==> src/rtl/bcfPkg.sv <==
package bcfPkg;
  localparam int SH_LO      = 4;   // first shadowed dword (0x10)
  localparam int SH_N       = 9;   // shadowed dwords 0x10..0x33
  localparam int BAR0_DW    = 4;
  localparam int BUSNUM_DW  = 6;   // primary/secondary/subordinate
  localparam int IO_DW      = 7;
  localparam int PREF_DW    = 9;
  localparam int HDR_DW     = 3;
  localparam int ROM_DW     = 14;  // 0x38 as seen by host
  localparam int ROM_CORE_DW = 12; // 0x30 inside the core

  typedef enum logic [0:0] {ST_IDLE, ST_BUSY} stateT;

  typedef struct packed {
    logic takeLocal;
    logic takeCore;
    logic finish;
  } strobeT;

  function automatic logic [31:0] shadowInit(input int dw);
    if (dw == IO_DW)   return 32'h0000_0101;
    if (dw == PREF_DW) return 32'h0001_0001;
    return 32'h0;
  endfunction
endpackage

==> src/rtl/bcfCtrl.sv <==
module bcfCtrl
  import bcfPkg::*;
(
  input  logic   clk,
  input  logic   rstN,
  input  logic   reqValid,
  input  logic   isLocal,
  input  logic   coreDone,
  output logic   reqReady,
  output logic   coreValid,
  output logic   rspValid,
  output strobeT strobe
);
  stateT stateQ;
  logic  accept;

  assign reqReady  = (stateQ == ST_IDLE);
  assign coreValid = (stateQ == ST_BUSY);
  assign accept    = reqValid && reqReady;

  always_comb begin
    strobe.takeLocal = accept && isLocal;
    strobe.takeCore  = accept && !isLocal;
    strobe.finish    = (stateQ == ST_BUSY) && coreDone;
  end

  always_ff @(posedge clk) begin
    if (!rstN) begin
      stateQ   <= ST_IDLE;
      rspValid <= 1'b0;
    end else begin
      rspValid <= strobe.takeLocal || strobe.finish;
      if (strobe.takeCore)    stateQ <= ST_BUSY;
      else if (strobe.finish) stateQ <= ST_IDLE;
    end
  end
endmodule

==> src/rtl/bcfData.sv <==
module bcfData
  import bcfPkg::*;
#(
  parameter int REG_W     = 10,
  parameter int LOCAL_DEV = 1
) (
  input  logic             clk,
  input  logic             rstN,
  input  logic             reqWrite,
  input  logic [7:0]       reqBus,
  input  logic [4:0]       reqDev,
  input  logic [2:0]       reqFunc,
  input  logic [REG_W-1:0] reqDword,
  input  logic [3:0]       reqBe,
  input  logic [31:0]      reqWdata,
  input  strobeT           strobe,
  input  logic [31:0]      coreRdata,
  output logic             isLocal,
  output logic [31:0]      rspRdata,
  output logic             coreWrite,
  output logic [31:0]      coreAddr,
  output logic [3:0]       coreBe,
  output logic [31:0]      coreWdata,
  output logic [7:0]       localBusNum
);
  localparam logic [REG_W-1:0] SH_LO_V  = REG_W'(SH_LO);
  localparam logic [REG_W-1:0] SH_HI_V  = REG_W'(SH_LO + SH_N);
  localparam logic [REG_W-1:0] ROM_V    = REG_W'(ROM_DW);
  localparam logic [REG_W-1:0] ROMC_V   = REG_W'(ROM_CORE_DW);
  localparam logic [REG_W-1:0] HDR_V    = REG_W'(HDR_DW);
  localparam logic [REG_W-1:0] BUSIDX_V = REG_W'(BUSNUM_DW - SH_LO);

  logic [31:0]      shadowQ [SH_N];
  logic [7:0]       primBusQ, secBusQ;
  logic             fixHdrQ;

  logic             isBridge, onSec, legal, aligned, inShadow;
  logic [REG_W-1:0] shDiff, coreDw;
  logic [31:0]      shRd, merged, localRdata, nextAddr;
  logic             shWe;
  logic [7:0]       tgtBus;
  logic [4:0]       tgtDev;
  logic [2:0]       tgtFunc;

  // request decode
  always_comb begin
    isBridge = (reqBus == primBusQ);
    onSec    = (reqBus == secBusQ);
    if (isBridge)   legal = (reqDev == 5'd0) && (reqFunc == 3'd0);
    else if (onSec) legal = (reqDev == 5'd0);
    else            legal = 1'b1;
    case (reqBe)
      4'b0001, 4'b0010, 4'b0100, 4'b1000,
      4'b0011, 4'b1100, 4'b1111: aligned = 1'b1;
      default:                   aligned = 1'b0;
    endcase
    inShadow = isBridge && (reqDword >= SH_LO_V) && (reqDword < SH_HI_V);
    isLocal  = !legal || !aligned || inShadow;
    shDiff   = reqDword - SH_LO_V;
  end

  // shadow read port and byte merge
  always_comb begin
    shRd = 32'h0;
    for (int i = 0; i < SH_N; i++)
      if (shDiff == REG_W'(i)) shRd = shadowQ[i];
    for (int b = 0; b < 4; b++)
      merged[8*b +: 8] = reqBe[b] ? reqWdata[8*b +: 8] : shRd[8*b +: 8];
    localRdata = (!legal || !aligned) ? 32'hFFFF_FFFF : shRd;
    shWe = strobe.takeLocal && legal && aligned && inShadow && reqWrite;
  end

  // shadow bank
  for (genvar g = 0; g < SH_N; g++) begin : gShadow
    localparam bit IS_BAR = (SH_LO + g == BAR0_DW) || (SH_LO + g == BAR0_DW + 1);
    always_ff @(posedge clk) begin
      if (!rstN)
        shadowQ[g] <= shadowInit(SH_LO + g);
      else if (shWe && shDiff == REG_W'(g))
        shadowQ[g] <= IS_BAR ? 32'h0 : merged;
    end
  end

  // bus-number tracking
  always_ff @(posedge clk) begin
    if (!rstN) begin
      primBusQ <= 8'd0;
      secBusQ  <= 8'd0;
    end else if (shWe && shDiff == BUSIDX_V) begin
      if (reqBe[0]) primBusQ <= merged[7:0];
      if (reqBe[1]) secBusQ  <= merged[15:8];
    end
  end
  assign localBusNum = secBusQ;

  // address translation
  always_comb begin
    coreDw   = (isBridge && reqDword == ROM_V) ? ROMC_V : reqDword;
    tgtBus   = isBridge ? secBusQ : reqBus;
    tgtDev   = isBridge ? 5'(LOCAL_DEV) : reqDev;
    tgtFunc  = isBridge ? 3'd0 : reqFunc;
    nextAddr = {1'b1, 3'b000, 4'(coreDw >> 6), tgtBus, tgtDev, tgtFunc,
                coreDw[5:0], 2'b00};
  end

  always_ff @(posedge clk) begin
    if (!rstN) begin
      coreAddr  <= 32'h0;
      coreBe    <= 4'h0;
      coreWdata <= 32'h0;
      coreWrite <= 1'b0;
      fixHdrQ   <= 1'b0;
    end else if (strobe.takeCore) begin
      coreAddr  <= nextAddr;
      coreBe    <= reqBe;
      coreWdata <= reqWdata;
      coreWrite <= reqWrite;
      fixHdrQ   <= isBridge && (reqDword == HDR_V) && !reqWrite;
    end
  end

  // response data
  always_ff @(posedge clk) begin
    if (!rstN)
      rspRdata <= 32'h0;
    else if (strobe.takeLocal)
      rspRdata <= localRdata;
    else if (strobe.finish)
      rspRdata <= fixHdrQ ? {coreRdata[31:23], 7'h01, coreRdata[15:0]} : coreRdata;
  end
endmodule

==> src/rtl/bridgeCfgFront.sv <==
module bridgeCfgFront
  import bcfPkg::*;
#(
  parameter int REG_W     = 10,
  parameter int LOCAL_DEV = 1
) (
  input  logic             clk,
  input  logic             rstN,
  input  logic             reqValid,
  output logic             reqReady,
  input  logic             reqWrite,
  input  logic [7:0]       reqBus,
  input  logic [4:0]       reqDev,
  input  logic [2:0]       reqFunc,
  input  logic [REG_W-1:0] reqDword,
  input  logic [3:0]       reqBe,
  input  logic [31:0]      reqWdata,
  output logic             rspValid,
  output logic [31:0]      rspRdata,
  output logic             coreValid,
  output logic             coreWrite,
  output logic [31:0]      coreAddr,
  output logic [3:0]       coreBe,
  output logic [31:0]      coreWdata,
  input  logic             coreDone,
  input  logic [31:0]      coreRdata,
  output logic [7:0]       localBusNum,
  output logic [4:0]       localDevNum
);
  strobeT strobe;
  logic   isLocal;

  assign localDevNum = 5'(LOCAL_DEV);

  bcfCtrl uCtrl (
    .clk(clk), .rstN(rstN), .reqValid(reqValid), .isLocal(isLocal),
    .coreDone(coreDone), .reqReady(reqReady), .coreValid(coreValid),
    .rspValid(rspValid), .strobe(strobe)
  );

  bcfData #(.REG_W(REG_W), .LOCAL_DEV(LOCAL_DEV)) uData (
    .clk(clk), .rstN(rstN), .reqWrite(reqWrite), .reqBus(reqBus),
    .reqDev(reqDev), .reqFunc(reqFunc), .reqDword(reqDword), .reqBe(reqBe),
    .reqWdata(reqWdata), .strobe(strobe), .coreRdata(coreRdata),
    .isLocal(isLocal), .rspRdata(rspRdata), .coreWrite(coreWrite),
    .coreAddr(coreAddr), .coreBe(coreBe), .coreWdata(coreWdata),
    .localBusNum(localBusNum)
  );
endmodule

==> config.mk <==
export PLATFORM = sky130hd
export DESIGN_NAME = bridgeCfgFront
export DESIGN_NICKNAME = d
export VERILOG_FILES = /design/src/rtl/bcfPkg.sv /design/src/rtl/bcfCtrl.sv /design/src/rtl/bcfData.sv /design/src/rtl/bridgeCfgFront.sv
export SDC_FILE = /design/constraint.sdc
export NUM_CORES = 1
export LEC_CHECK = 0
export ABC_AREA = 1
export BUFFER_PORTS_ARGS = -buffer_cell sky130_fd_sc_hd__buf_4
export CORE_MARGIN = 1
export CORE_UTILIZATION = 45
export DETAILED_ROUTE_END_ITERATION = 6
export SYNTH_ARGS = -nofsm -noshare
export SYNTH_HDL_FRONTEND = slang
export SYNTH_SLANG_ARGS = --single-unit
==> constraint.sdc <==
create_clock -name clk -period 5.87 [get_ports clk]
set_input_delay 1.174 -clock clk [delete_from_list [all_inputs] [get_ports clk]]
set_output_delay 1.174 -clock clk [all_outputs]
set_load 0.01 [all_outputs]
==> impl_metrics.json, run 1 <==
{
  "count_of_flip_flops_with_a_built_in_enable_after_synthesis": 224,
  "io_buffer_count": 205,
  "path_cells": "buf_4 -> nor2_1 -> nand2_1 -> nand2_2 -> inv_2 -> nor2_2 -> nand3_1 -> nor2_4 -> nand3_1 -> o21ai_4 -> buf_4",
  "number_of_optimization_iterations_in_the_first_detailed_route_pass": 6,
  "max_freq_mhz": 232.1,
  "layout.cell_area.non_filler_sq_mm": 0.01914,
  "synth_area_sq_mm": 0.01593,
  "hold_start": "uData.rspRdata[22]$_SDFFE_PN0P_",
  "synthDominantCellAreaShare_pct": 42.22,
  "critical_path.reg2reg.endpoint": "uData.shadowQ[6][2]$_SDFFCE_PN0P_",
  "coreArea_sq_mm": 0.03471,
  "yosys.cell_types.count": 40,
  "drt-vias-per-instance": 5.554,
  "cp_num_buf_inv": 3,
  "post_cts_resize_count": 0,
  "cts.clk_slew.worst_paths_ps": 60,
  "grt_overflow": 0,
  "static-leakage-power_nw": 7.954,
  "drive_gt1_share_pct": 16.56,
  "worst_ir_drop_vdd_mv": 0.2406,
  "final_max_slew_viol_count": 0,
  "final.period_utilization_pct": 73.41,
  "numCtsBuffers": 38,
  "yosys_warnings": 0,
  "place_congestion": 0.8749,
  "detail-route-antenna-nets": 0,
  "worst_path_max_delay_cell": "sky130_fd_sc_hd__nand3_1",
  "crit_family": "simple AND/OR/NAND/NOR gates",
  "internal_power_mw": 4.235,
  "seq_power_share_pct": 48.0,
  "synthToLayoutAreaGrowth_pct": 20.14,
  "initial_standard_cell_utilization_of_the_core_pct": 45.90,
  "grt_pass1_vias": 13536,
  "seq_area_frac_synth_pct": 56.67,
  "route.vias.total": 14235,
  "utilization_pct": 55.14,
  "criticalPathCategory": "primary input to register",
  "yosys_register_bits": 339,
  "initial_antenna_violation_count": 0,
  "ys_async_sr_fraction_pct": 0,
  "reg2reg_setup_slack_ps": 2000,
  "clkLatencyLatePin_ps": 540,
  "grt_util_all_layers_pct": 30.33,
  "iteration_0_drc_count_of_the_detailed_router": 1161,
  "synth.most_common_cell": "sky130_fd_sc_hd__nand2_1",
  "switching_power_mw": 1.366,
  "finalWirelength_mm": 55.23,
  "postSynth.topFlopCell": "sky130_fd_sc_hd__edfxtp_1",
  "post_synth_most_frequent_cells": "sky130_fd_sc_hd__nand2_1, sky130_fd_sc_hd__nor2_1, sky130_fd_sc_hd__edfxtp_1",
  "outcome": "finished clean",
  "cp_endpoint_kind": "register",
  "setup.worst_path.end": "uData.shadowQ[7][28]$_SDFFCE_PN0P_",
  "cp-startpoint": "reqDword[5]",
  "global_route_wire_length_before_repair_mm": 82.40,
  "post_cts_setup_bufs": 0,
  "setup_tns_ps": 0,
  "worst-endpoint-arrival_ps": 4480,
  "critical_path_required_ps": 6040,
  "max_slew.worst_pin.slew_ps": 1127,
  "worst_path_largest_cell_delay_ps": 920,
  "clock-root-buffer": "sky130_fd_sc_hd__clkbuf_16",
  "cts.sink_count": 339,
  "reg2reg_depth": 14,
  "timing.final.hold_violations": 0,
  "maxSlewHeadroom_pct": 24.64,
  "nFillCells": 3252,
  "drc": 0,
  "clock_skew_ps": 16.81,
  "synth_largest_area_cell": "sky130_fd_sc_hd__edfxtp_1",
  "tritoncts_clock_tree": "done",
  "hp-class": "register to register",
  "min_period_ps": 4309,
  "synthTopCellsByArea": "sky130_fd_sc_hd__edfxtp_1, sky130_fd_sc_hd__dfxtp_1, sky130_fd_sc_hd__nand2_1, sky130_fd_sc_hd__nor2_1, sky130_fd_sc_hd__a21oi_1",
  "rsz0062_at_grt": "no",
  "combinationalPowerShare_pct": 9.0,
  "clockBufferDepth": 3,
  "antenna_cells_inserted": 0,
  "path_max_fanout": 32,
  "pwr_density_cell_mw_per_mm2": 292.6,
  "route.detailed.wl_per_inst_um": 21.55,
  "io-pin-count": 216,
  "synth.avg_cell_area_sq_um": 8.399,
  "drv_cap": 0,
  "p_sw_share_pct": 24.39,
  "post_dp_cell_area_sq_mm": 0.01790,
  "reg2reg_from": "uData.primBusQ[1]$_SDFFE_PN0P_",
  "synthesis.instances": 1897,
  "hpwl_mm": 36.75,
  "floorplan.die.height_um": 190.2,
  "finalSetupViolCount": 0,
  "hold_slack_ps": 452.7,
  "fp-row-count": 68,
  "grt_start_max_net_pins": 62,
  "design.die.area_sq_mm": 0.03616,
  "cts.htree.levels": 2,
  "power.share.clock_pct": 42.9,
  "post-layout-total-power_mw": 5.601,
  "crit_cells": 11,
  "worst_setup_path_start_kind": "primary input",
  "die_width_um": 190.2,
  "number_of_nets_in_the_final_layout": 2178,
  "postCtsHoldBufs": 0
}
## flip-flops by register name (all words and copies together), names as in the netlist
| register | cells |
|---|---|
| uData.coreBe | 4 |
| uCtrl.coreValid | 1 |
| uData.fixHdrQ | 1 |
| uData.coreWrite | 1 |
| uData.shadowQ | 224 |
| uCtrl.rspValid | 1 |
| uData.primBusQ | 8 |
| uData.coreAddr | 27 |
| uData.localBusNum | 8 |
| uData.rspRdata | 32 |
| uData.coreWdata | 32 |
## power groups by stage
| stage | combinational, mW | clock (mW) | sequential [mW] |
|---|---|---|---|
| floorplan | 0.218 | 0 | 2.76 |
| global placement | 0.499 | 0 | 2.74 |
| detailed placement | 0.503 | 0 | 2.74 |
| CTS | 0.504 | 2.43 | 2.69 |
| global route | 0.543 | 2.51 | 2.70 |
| finish | 0.506 | 2.40 | 2.69 |
## stage by stage
stage | std cells | setup WS [ps]
detailed placement | 2494 | 1084
global placement | 2494 | 1167
floorplan | 1905 | 692.8
CTS | 2563 | 1645
global route | 2563 | 1383
finish | 2563 | 1561
## worst min path at each step
stage / end / slack [ps] / depth (start not counted)
floorplan: uData.rspRdata[15]$_SDFFE_PN0P_ / 470 / 2
detailed placement: uData.rspRdata[22]$_SDFFE_PN0P_ / 440 / 2
CTS: uData.rspRdata[22]$_SDFFE_PN0P_ / 450 / 2
global placement: uData.rspRdata[21]$_SDFFE_PN0P_ / 440 / 2
global route: uData.rspRdata[22]$_SDFFE_PN0P_ / 470 / 2
finish: uData.rspRdata[22]$_SDFFE_PN0P_ / 450 / 2
## cell families (layout without fill, tap and decap cells)
family          Yosys count  count (layout)  synth area share [%]
simple gates           1058            1058                 28.16
flops                   339             339                 56.67
compound gates          259             259                 8.623
buf+inv                 232             435                 6.118
xor+xnor                  7               7                0.3848
other cells               2              10               0.04714
## routing by layer
layer	share of wire (%)	vias up	GRT usage, %
met4	3.3	0	10.65
met2	47	665	49.49
met1	42	6764	40.52
li1	-	6695	-
met3	8.4	111	5.368
met5	0	-	0
## layout make-up
| cell class | instances | area, sq um | area share (%) |
|---|---|---|---|
| tap | 455 | 569.3 | 2.974 |
| sequential | 339 | 9029 | 47.17 |
| timing repair buffer | 237 | 1779 | 9.295 |
| multi-input combinational | 1334 | 6035 | 31.52 |
| clock inverter | 18 | 175.2 | 0.9151 |
| clock buffer | 51 | 1071 | 5.595 |
| inverter | 129 | 484.2 | 2.530 |
## layout by cell type (no fill, tap or decap), types with 13 or more instances in the layout
cell type                   instances
sky130_fd_sc_hd__a21oi_1          174
sky130_fd_sc_hd__buf_4            237
sky130_fd_sc_hd__clkbuf_16         39
sky130_fd_sc_hd__dfxtp_1          115
sky130_fd_sc_hd__edfxtp_1         224
sky130_fd_sc_hd__inv_1            113
sky130_fd_sc_hd__inv_2             13
sky130_fd_sc_hd__nand2_1          565
sky130_fd_sc_hd__nand3_1          101
sky130_fd_sc_hd__nand4_1           83
sky130_fd_sc_hd__nor2_1           269
sky130_fd_sc_hd__o21ai_0           35
## worst min-delay path, stage by stage, from the launching register on
cell and delay [ps]:
sky130_fd_sc_hd__dfxtp_1 310, sky130_fd_sc_hd__nand2_1 60, sky130_fd_sc_hd__nand2_1 40
Note: power is estimated with default switching activity, not from simulation.
==> run 2, diff against run 1 <==
--- a/config.mk
+++ b/config.mk
@@ -10,6 +10,7 @@
 export CORE_MARGIN = 1
 export CORE_UTILIZATION = 45
 export DETAILED_ROUTE_END_ITERATION = 6
+export PLACE_DENSITY = 0.67
 export SYNTH_ARGS = -nofsm -noshare
 export SYNTH_HDL_FRONTEND = slang
 export SYNTH_SLANG_ARGS = --single-unit
==> constraint.sdc (replaced) <==
create_clock -name clk -period 3.45 [get_ports clk]
set_input_delay 0.69 -clock clk [delete_from_list [all_inputs] [get_ports clk]]
set_output_delay 0.69 -clock clk [all_outputs]
set_load 0.01 [all_outputs]
==> run 2 against run 1 <==
Compared with the run above: die area did not move; via count grew 2.1%; critical path depth rose by 4; worst setup slack worse by 860 ps; global-route usage is 0.60 points lower; clock power grew 66%; combinational power up 78%; sequential power increased by 70%; critical path type unchanged.
==> impl_metrics.json, run 2 (synthesis gave the netlist of run 1 again) <==
{
  "clock-root-buffer": "sky130_fd_sc_hd__clkbuf_16",
  "min_period_ps": 2753,
  "tritoncts_clock_tree": "done",
  "cp_endpoint_kind": "register",
  "number_of_optimization_iterations_in_the_first_detailed_route_pass": 6,
  "timing.final.hold_violations": 0,
  "p_sw_share_pct": 24.42,
  "maxSlewHeadroom_pct": 53.44,
  "number_of_flip_flops_under_the_largest_register_name": 224,
  "global_route_wire_length_before_repair_mm": 80.91,
  "finalWirelength_mm": 53.85,
  "detail-route-antenna-nets": 0,
  "drive_gt1_share_pct": 17.95,
  "initial_antenna_violation_count": 0,
  "floorplan.die.height_um": 190.2,
  "io_buffer_count": 205,
  "switching_power_mw": 2.311,
  "worst-endpoint-arrival_ps": 3020,
  "grt_overflow": 0,
  "die_width_um": 190.2,
  "registers.top_by_ff_count": "uData.shadowQ",
  "commonest_non_fill_non_tap_cells_in_the_layout": "sky130_fd_sc_hd__nand2_1, sky130_fd_sc_hd__nor2_1, sky130_fd_sc_hd__buf_4, sky130_fd_sc_hd__edfxtp_1, sky130_fd_sc_hd__a21oi_1",
  "mostFrequentLayoutCell": "sky130_fd_sc_hd__nand2_1",
  "route.detailed.wl_per_inst_um": 20.71,
  "clkLatencyLatePin_ps": 550,
  "path_max_fanout": 19,
  "drv_cap": 0,
  "cp-startpoint": "reqDword[3]",
  "antenna_cells_inserted": 0,
  "combinationalPowerShare_pct": 9.5,
  "route.vias.total": 14529,
  "grt_util_all_layers_pct": 29.73,
  "critical_path_required_ps": 3710,
  "place_congestion": 0.9786,
  "finalSetupViolCount": 0,
  "timing.final.ws_setup_ps": 697.1,
  "design.die.area_sq_mm": 0.03616,
  "post_cts_setup_bufs": 0,
  "outcome": "finished clean",
  "grt_start_max_net_pins": 68,
  "drt-vias-per-instance": 5.588,
  "hold_start": "reqWdata[23]",
  "reg2reg_from": "uData.primBusQ[5]$_SDFFE_PN0P_",
  "worst_ir_drop_vdd_mv": 0.3598,
  "hp-class": "primary input to register",
  "cts.clk_slew.worst_paths_ps": 60,
  "placed_cells": 2532,
  "synthToLayoutAreaGrowth_pct": 22.59,
  "seq_power_share_pct": 48.4,
  "grt_pass1_vias": 13677,
  "cts.htree.levels": 2,
  "rsz0062_at_grt": "no",
  "power.share.clock_pct": 42.1,
  "post_cts_resize_count": 0,
  "largest_registers": "uData.shadowQ x224, uData.coreWdata x32, uData.rspRdata x32",
  "coreArea_sq_mm": 0.03471,
  "dp_worst_setup_slack_ps": 197.6,
  "hpwl_mm": 36.02,
  "final.period_utilization_pct": 79.80,
  "criticalPathCategory": "primary input to register",
  "clockBufferDepth": 3,
  "iteration_0_drc_count_of_the_detailed_router": 1555,
  "internal_power_mw": 7.150,
  "clock_skew_ps": 18.28,
  "worst_setup_path_start_kind": "primary input",
  "cts.sink_count": 339,
  "initial_standard_cell_utilization_of_the_core_pct": 45.90,
  "pwr_density_cell_mw_per_mm2": 484.4,
  "drc": 0,
  "io-pin-count": 216,
  "number_of_nets_in_the_final_layout": 2215,
  "final_max_slew_viol_count": 0,
  "final_cells": 2600,
  "static-leakage-power_nw": 8.176,
  "fp-row-count": 68,
  "max_slew.worst_pin.slew_ps": 697.3,
  "postCtsHoldBufs": 0,
  "numCtsBuffers": 37,
  "max_freq_mhz": 363.2
}
## run 2: cell types whose count changed in the layout (fill, tap and decap cells not counted), moves of 2 or more
cell / before / now
sky130_fd_sc_hd__clkbuf_16: 39 / 37
sky130_fd_sc_hd__buf_4: 237 / 260
sky130_fd_sc_hd__clkinv_8: 0 / 2
sky130_fd_sc_hd__clkinv_1: 10 / 6
sky130_fd_sc_hd__buf_12: 0 / 15
sky130_fd_sc_hd__clkbuf_1: 7 / 11
sky130_fd_sc_hd__o21ai_4: 6 / 0
sky130_fd_sc_hd__o21ai_2: 3 / 9
## run 2: path summary, 6_finish.rpt
| path | end | slack, ps | depth (start not counted) |
|---|---|---|---|
| min reg2reg | uData.rspRdata[13]$_SDFFE_PN0P_ | 450 | 2 |
| max | uData.shadowQ[5][0]$_SDFFCE_PN1P_ | 700 | 15 |
| min | uData.coreWdata[23]$_SDFFE_PN0P_ | 410 | 3 |
| max reg2reg | uData.shadowQ[5][22]$_SDFFCE_PN0P_ | 720 | 11 |
## run 2: power groups by stage
stage                     sequential, mW  clock [mW]  combinational (mW)
final                               4.57        3.98               0.903
after global routing                4.59        4.15               0.966
after CTS                           4.57        4.01               0.896
after detailed placement            4.66           0               0.891
after global placement              4.65           0               0.887
after floorplan                     4.69           0               0.371
## run 2: critical path, cell delays in order
cell and delay, ps:
sky130_fd_sc_hd__buf_4 130, sky130_fd_sc_hd__nor2_4 160, sky130_fd_sc_hd__nand2_2 120, sky130_fd_sc_hd__nor2_1 120, sky130_fd_sc_hd__nand2_1 120, sky130_fd_sc_hd__nand2_1 140
sky130_fd_sc_hd__nor2_4 80, sky130_fd_sc_hd__nand2_2 70, sky130_fd_sc_hd__inv_2 180, sky130_fd_sc_hd__nand2_1 120, sky130_fd_sc_hd__nand4_1 100, sky130_fd_sc_hd__nor2_1 90
sky130_fd_sc_hd__nand3_1 190, sky130_fd_sc_hd__o21ai_1 580, sky130_fd_sc_hd__nand2_1 100
## run 2: per-layer routing
metal | part of all wire (%) | GRT usage [%] | up-vias
li1 | - | - | 6769
met1 | 40 | 39.92 | 6801
met2 | 45 | 46.76 | 826
met3 | 10 | 5.516 | 133
met4 | 4.5 | 13.42 | 0
met5 | 0 | 0 | -
## run 2: through the flow
step | hold WS (ps) | setup TNS, ps | area (sq um) | utilization (%) | power, mW
final | 406.8 | 0 | 19530 | 56.27 | 9.461
after global routing | 402.9 | 0 | 19530 | 56.27 | 9.709
after CTS | 396.0 | 0 | 19530 | 56.27 | 9.478
after detailed placement | 440.0 | 0 | 18320 | 52.79 | 5.549
after global placement | 439.0 | 0 | 18320 | 52.79 | 5.541
after floorplan | 473.7 | -35510 | 15970 | - | 5.061
## run 2: layout make-up
type	count	area [sq um]
fill	3199	15180
sequential	339	9029
multi-input combinational	1334	5989
timing repair buffer	275	2252
clock buffer	53	1036
tap	455	569.3
inverter	129	484.2
clock inverter	15	172.7
==> run 3, diff against run 2 <==
--- a/config.mk
+++ b/config.mk
@@ -10,7 +10,6 @@
 export CORE_MARGIN = 1
 export CORE_UTILIZATION = 45
 export DETAILED_ROUTE_END_ITERATION = 6
-export PLACE_DENSITY = 0.67
 export SYNTH_ARGS = -nofsm -noshare
 export SYNTH_HDL_FRONTEND = slang
 export SYNTH_SLANG_ARGS = --single-unit
==> constraint.sdc (replaced) <==
create_clock -name clk -period 2.8 [get_ports clk]
set_input_delay 0.56 -clock clk [delete_from_list [all_inputs] [get_ports clk]]
set_output_delay 0.56 -clock clk [all_outputs]
set_load 0.01 [all_outputs]
==> run 3 against run 2 <==
Compared with the run above: sequential power grew 23%; cell count grew 2.8%; clock power grew 31%; highest routed layer unchanged; global-route usage grew 1.6 points; clock skew shrank 2.8 ps; largest power group unchanged; non-clock buffer count grew 70; critical path depth shrank 4.
==> impl_metrics.json, run 3 (synthesis gave the netlist of run 1 again) <==
{
  "rsz0062_at_grt": "no",
  "fp-row-count": 68,
  "synthToLayoutAreaGrowth_pct": 28.03,
  "drv_cap": 0,
  "criticalPathCategory": "register to register",
  "number_of_nets_in_the_final_layout": 2286,
  "clock_skew_ps": 15.47,
  "grt_start_max_net_pins": 72,
  "hpwl_mm": 39.00,
  "cp-startpoint": "uData.primBusQ[1]$_SDFFE_PN0P_",
  "critical_path_required_ps": 3020,
  "place_congestion": 0.9161,
  "final_max_slew_viol_count": 0,
  "max_freq_mhz": 386.6,
  "io-pin-count": 216,
  "hp-class": "primary input to register",
  "number_of_optimization_iterations_in_the_first_detailed_route_pass": 6,
  "setup.worst_path.end": "uData.shadowQ[6][4]$_SDFFCE_PN0P_",
  "grt_util_all_layers_pct": 31.34,
  "commonest_non_fill_non_tap_cells_in_the_layout": "sky130_fd_sc_hd__nand2_1, sky130_fd_sc_hd__buf_4, sky130_fd_sc_hd__nor2_1, sky130_fd_sc_hd__edfxtp_1, sky130_fd_sc_hd__a21oi_1",
  "sequential_cell_area_sq_mm": 0.009029,
  "reg2reg_setup_slack_ps": 210,
  "finalSetupViolCount": 0,
  "min_period_ps": 2587,
  "outcome": "finished clean",
  "worst_path_max_delay_cell": "sky130_fd_sc_hd__nor3_1",
  "pwr_density_cell_mw_per_mm2": 589.7,
  "finalWirelength_mm": 56.54,
  "cts.clk_slew.worst_paths_ps": 60,
  "post_cts_setup_bufs": 0,
  "drive_gt1_share_pct": 20.79,
  "multi_input_area_sq_mm": 0.006017,
  "post-layout-total-power_mw": 12.03,
  "timing.final.hold_violations": 0,
  "floorplan.die.height_um": 190.2,
  "cts.sink_count": 339,
  "reg2reg_depth": 11,
  "coreArea_sq_mm": 0.03471,
  "static-leakage-power_nw": 8.648,
  "detail-route-antenna-nets": 0,
  "worst_setup_path_start_kind": "register",
  "numCtsBuffers": 38,
  "cp_endpoint_kind": "register",
  "nFillCells": 3251,
  "worst_path_largest_cell_delay_ps": 360,
  "grt_overflow": 0,
  "design.die.area_sq_mm": 0.03616,
  "drc": 0,
  "drt-vias-per-instance": 5.500,
  "die_width_um": 190.2,
  "route.detailed.wl_per_inst_um": 21.16,
  "route.vias.total": 14695,
  "postCtsHoldBufs": 0,
  "utilization_pct": 58.76,
  "worst_ir_drop_vdd_mv": 0.3898,
  "clock-root-buffer": "sky130_fd_sc_hd__clkbuf_16",
  "clockBufferDepth": 3,
  "global_route_wire_length_before_repair_mm": 85.18,
  "largest_registers": "uData.shadowQ x224, uData.coreWdata x32, uData.rspRdata x32",
  "tritoncts_clock_tree": "done",
  "iteration_0_drc_count_of_the_detailed_router": 1404,
  "post_cts_resize_count": 0,
  "mostFrequentLayoutCell": "sky130_fd_sc_hd__nand2_1",
  "path_max_fanout": 26,
  "cts.htree.levels": 2,
  "io_buffer_count": 205,
  "registers.top_by_ff_count": "uData.shadowQ",
  "hold_start": "reqWdata[29]",
  "grt_pass1_vias": 14270,
  "critical_path.reg2reg.endpoint": "uData.shadowQ[6][4]$_SDFFCE_PN0P_",
  "antenna_cells_inserted": 0,
  "maxSlewHeadroom_pct": 67.00,
  "number_of_flip_flops_under_the_largest_register_name": 224,
  "clkLatencyLatePin_ps": 540,
  "initial_antenna_violation_count": 0,
  "max_slew.worst_pin.slew_ps": 488.6,
  "path_cells": "inv_1 -> nand2_1 -> nand4_1 -> nor2_1 -> nand2_1 -> nor3_1 -> nand4_1 -> nor2_1 -> inv_1 -> o21ai_4 -> buf_12",
  "final.period_utilization_pct": 92.39,
  "initial_standard_cell_utilization_of_the_core_pct": 45.90,
  "reg2reg_from": "uData.primBusQ[1]$_SDFFE_PN0P_",
  "worst-endpoint-arrival_ps": 2800
}
[run 3: cell count changes in the layout (fill, tap and decap cells not counted), moves of 2 or more]
cell                        change
sky130_fd_sc_hd__buf_12        +18
sky130_fd_sc_hd__clkbuf_1       -2
sky130_fd_sc_hd__o21ai_4        +4
sky130_fd_sc_hd__clkbuf_16      +2
sky130_fd_sc_hd__o21ai_2        -4
sky130_fd_sc_hd__buf_4         +52
[run 3: report_power, final]
part           switching [mW]  internal (mW)  total (mW)
clock network            2.09           3.10        5.20
logic                   0.734          0.462        1.20
registers              0.0976           5.54        5.63
total                    2.93           9.10        12.0
[run 3: per-stage QoR]
stage | std cells | hold WS (ps) | cell area [sq um] | setup TNS (ps) | worst slack (ps)
after global routing | 2672 | 283.4 | 20400 | 0 | 17.06
after CTS | 2672 | 274.1 | 20400 | 0 | 257.5
after floorplan | 1905 | 473.7 | 16010 | -19130 | -199.3
final | 2672 | 288.4 | 20400 | 0 | 213.2
after global placement | 2602 | 437.3 | 19100 | -26590 | -224.5
after detailed placement | 2602 | 439.9 | 19100 | -33450 | -215.3
[run 3: layout make-up]
cell class | instances | area share, %
clock buffer | 54 | 5.355
clock inverter | 16 | 0.9998
inverter | 129 | 2.374
multi-input combinational | 1334 | 29.50
sequential | 339 | 44.26
tap | 455 | 2.791
timing repair buffer | 345 | 14.72
[run 3: worst min path at each step]
| stage | endpoint | slack [ps] | cells past startpoint |
|---|---|---|---|
| after floorplan | uData.rspRdata[15]$_SDFFE_PN0P_ | 470 | 2 |
| after global routing | uData.coreWdata[17]$_SDFFE_PN0P_ | 280 | 3 |
| after global placement | uData.rspRdata[8]$_SDFFE_PN0P_ | 440 | 2 |
| after CTS | uData.coreWdata[29]$_SDFFE_PN0P_ | 270 | 3 |
| after detailed placement | uData.rspRdata[26]$_SDFFE_PN0P_ | 440 | 2 |
| final | uData.coreWdata[29]$_SDFFE_PN0P_ | 290 | 3 |
[run 3: routing by layer]
metal	share of wire, %	GRT usage [%]	vias up
li1	-	-	6911
met1	42	41.91	6961
met2	46	50.38	691
met3	7.6	4.114	132
met4	4.8	14.92	0
met5	0	0	-
[run 3: critical path, delay by kind of cell (launching register included)]
family	cells	cell delay (ps)
and+or+nand+nor	7	1260
DFF	1	330
buffers and inverters	3	480
AOI/OAI and AO/OA	1	190
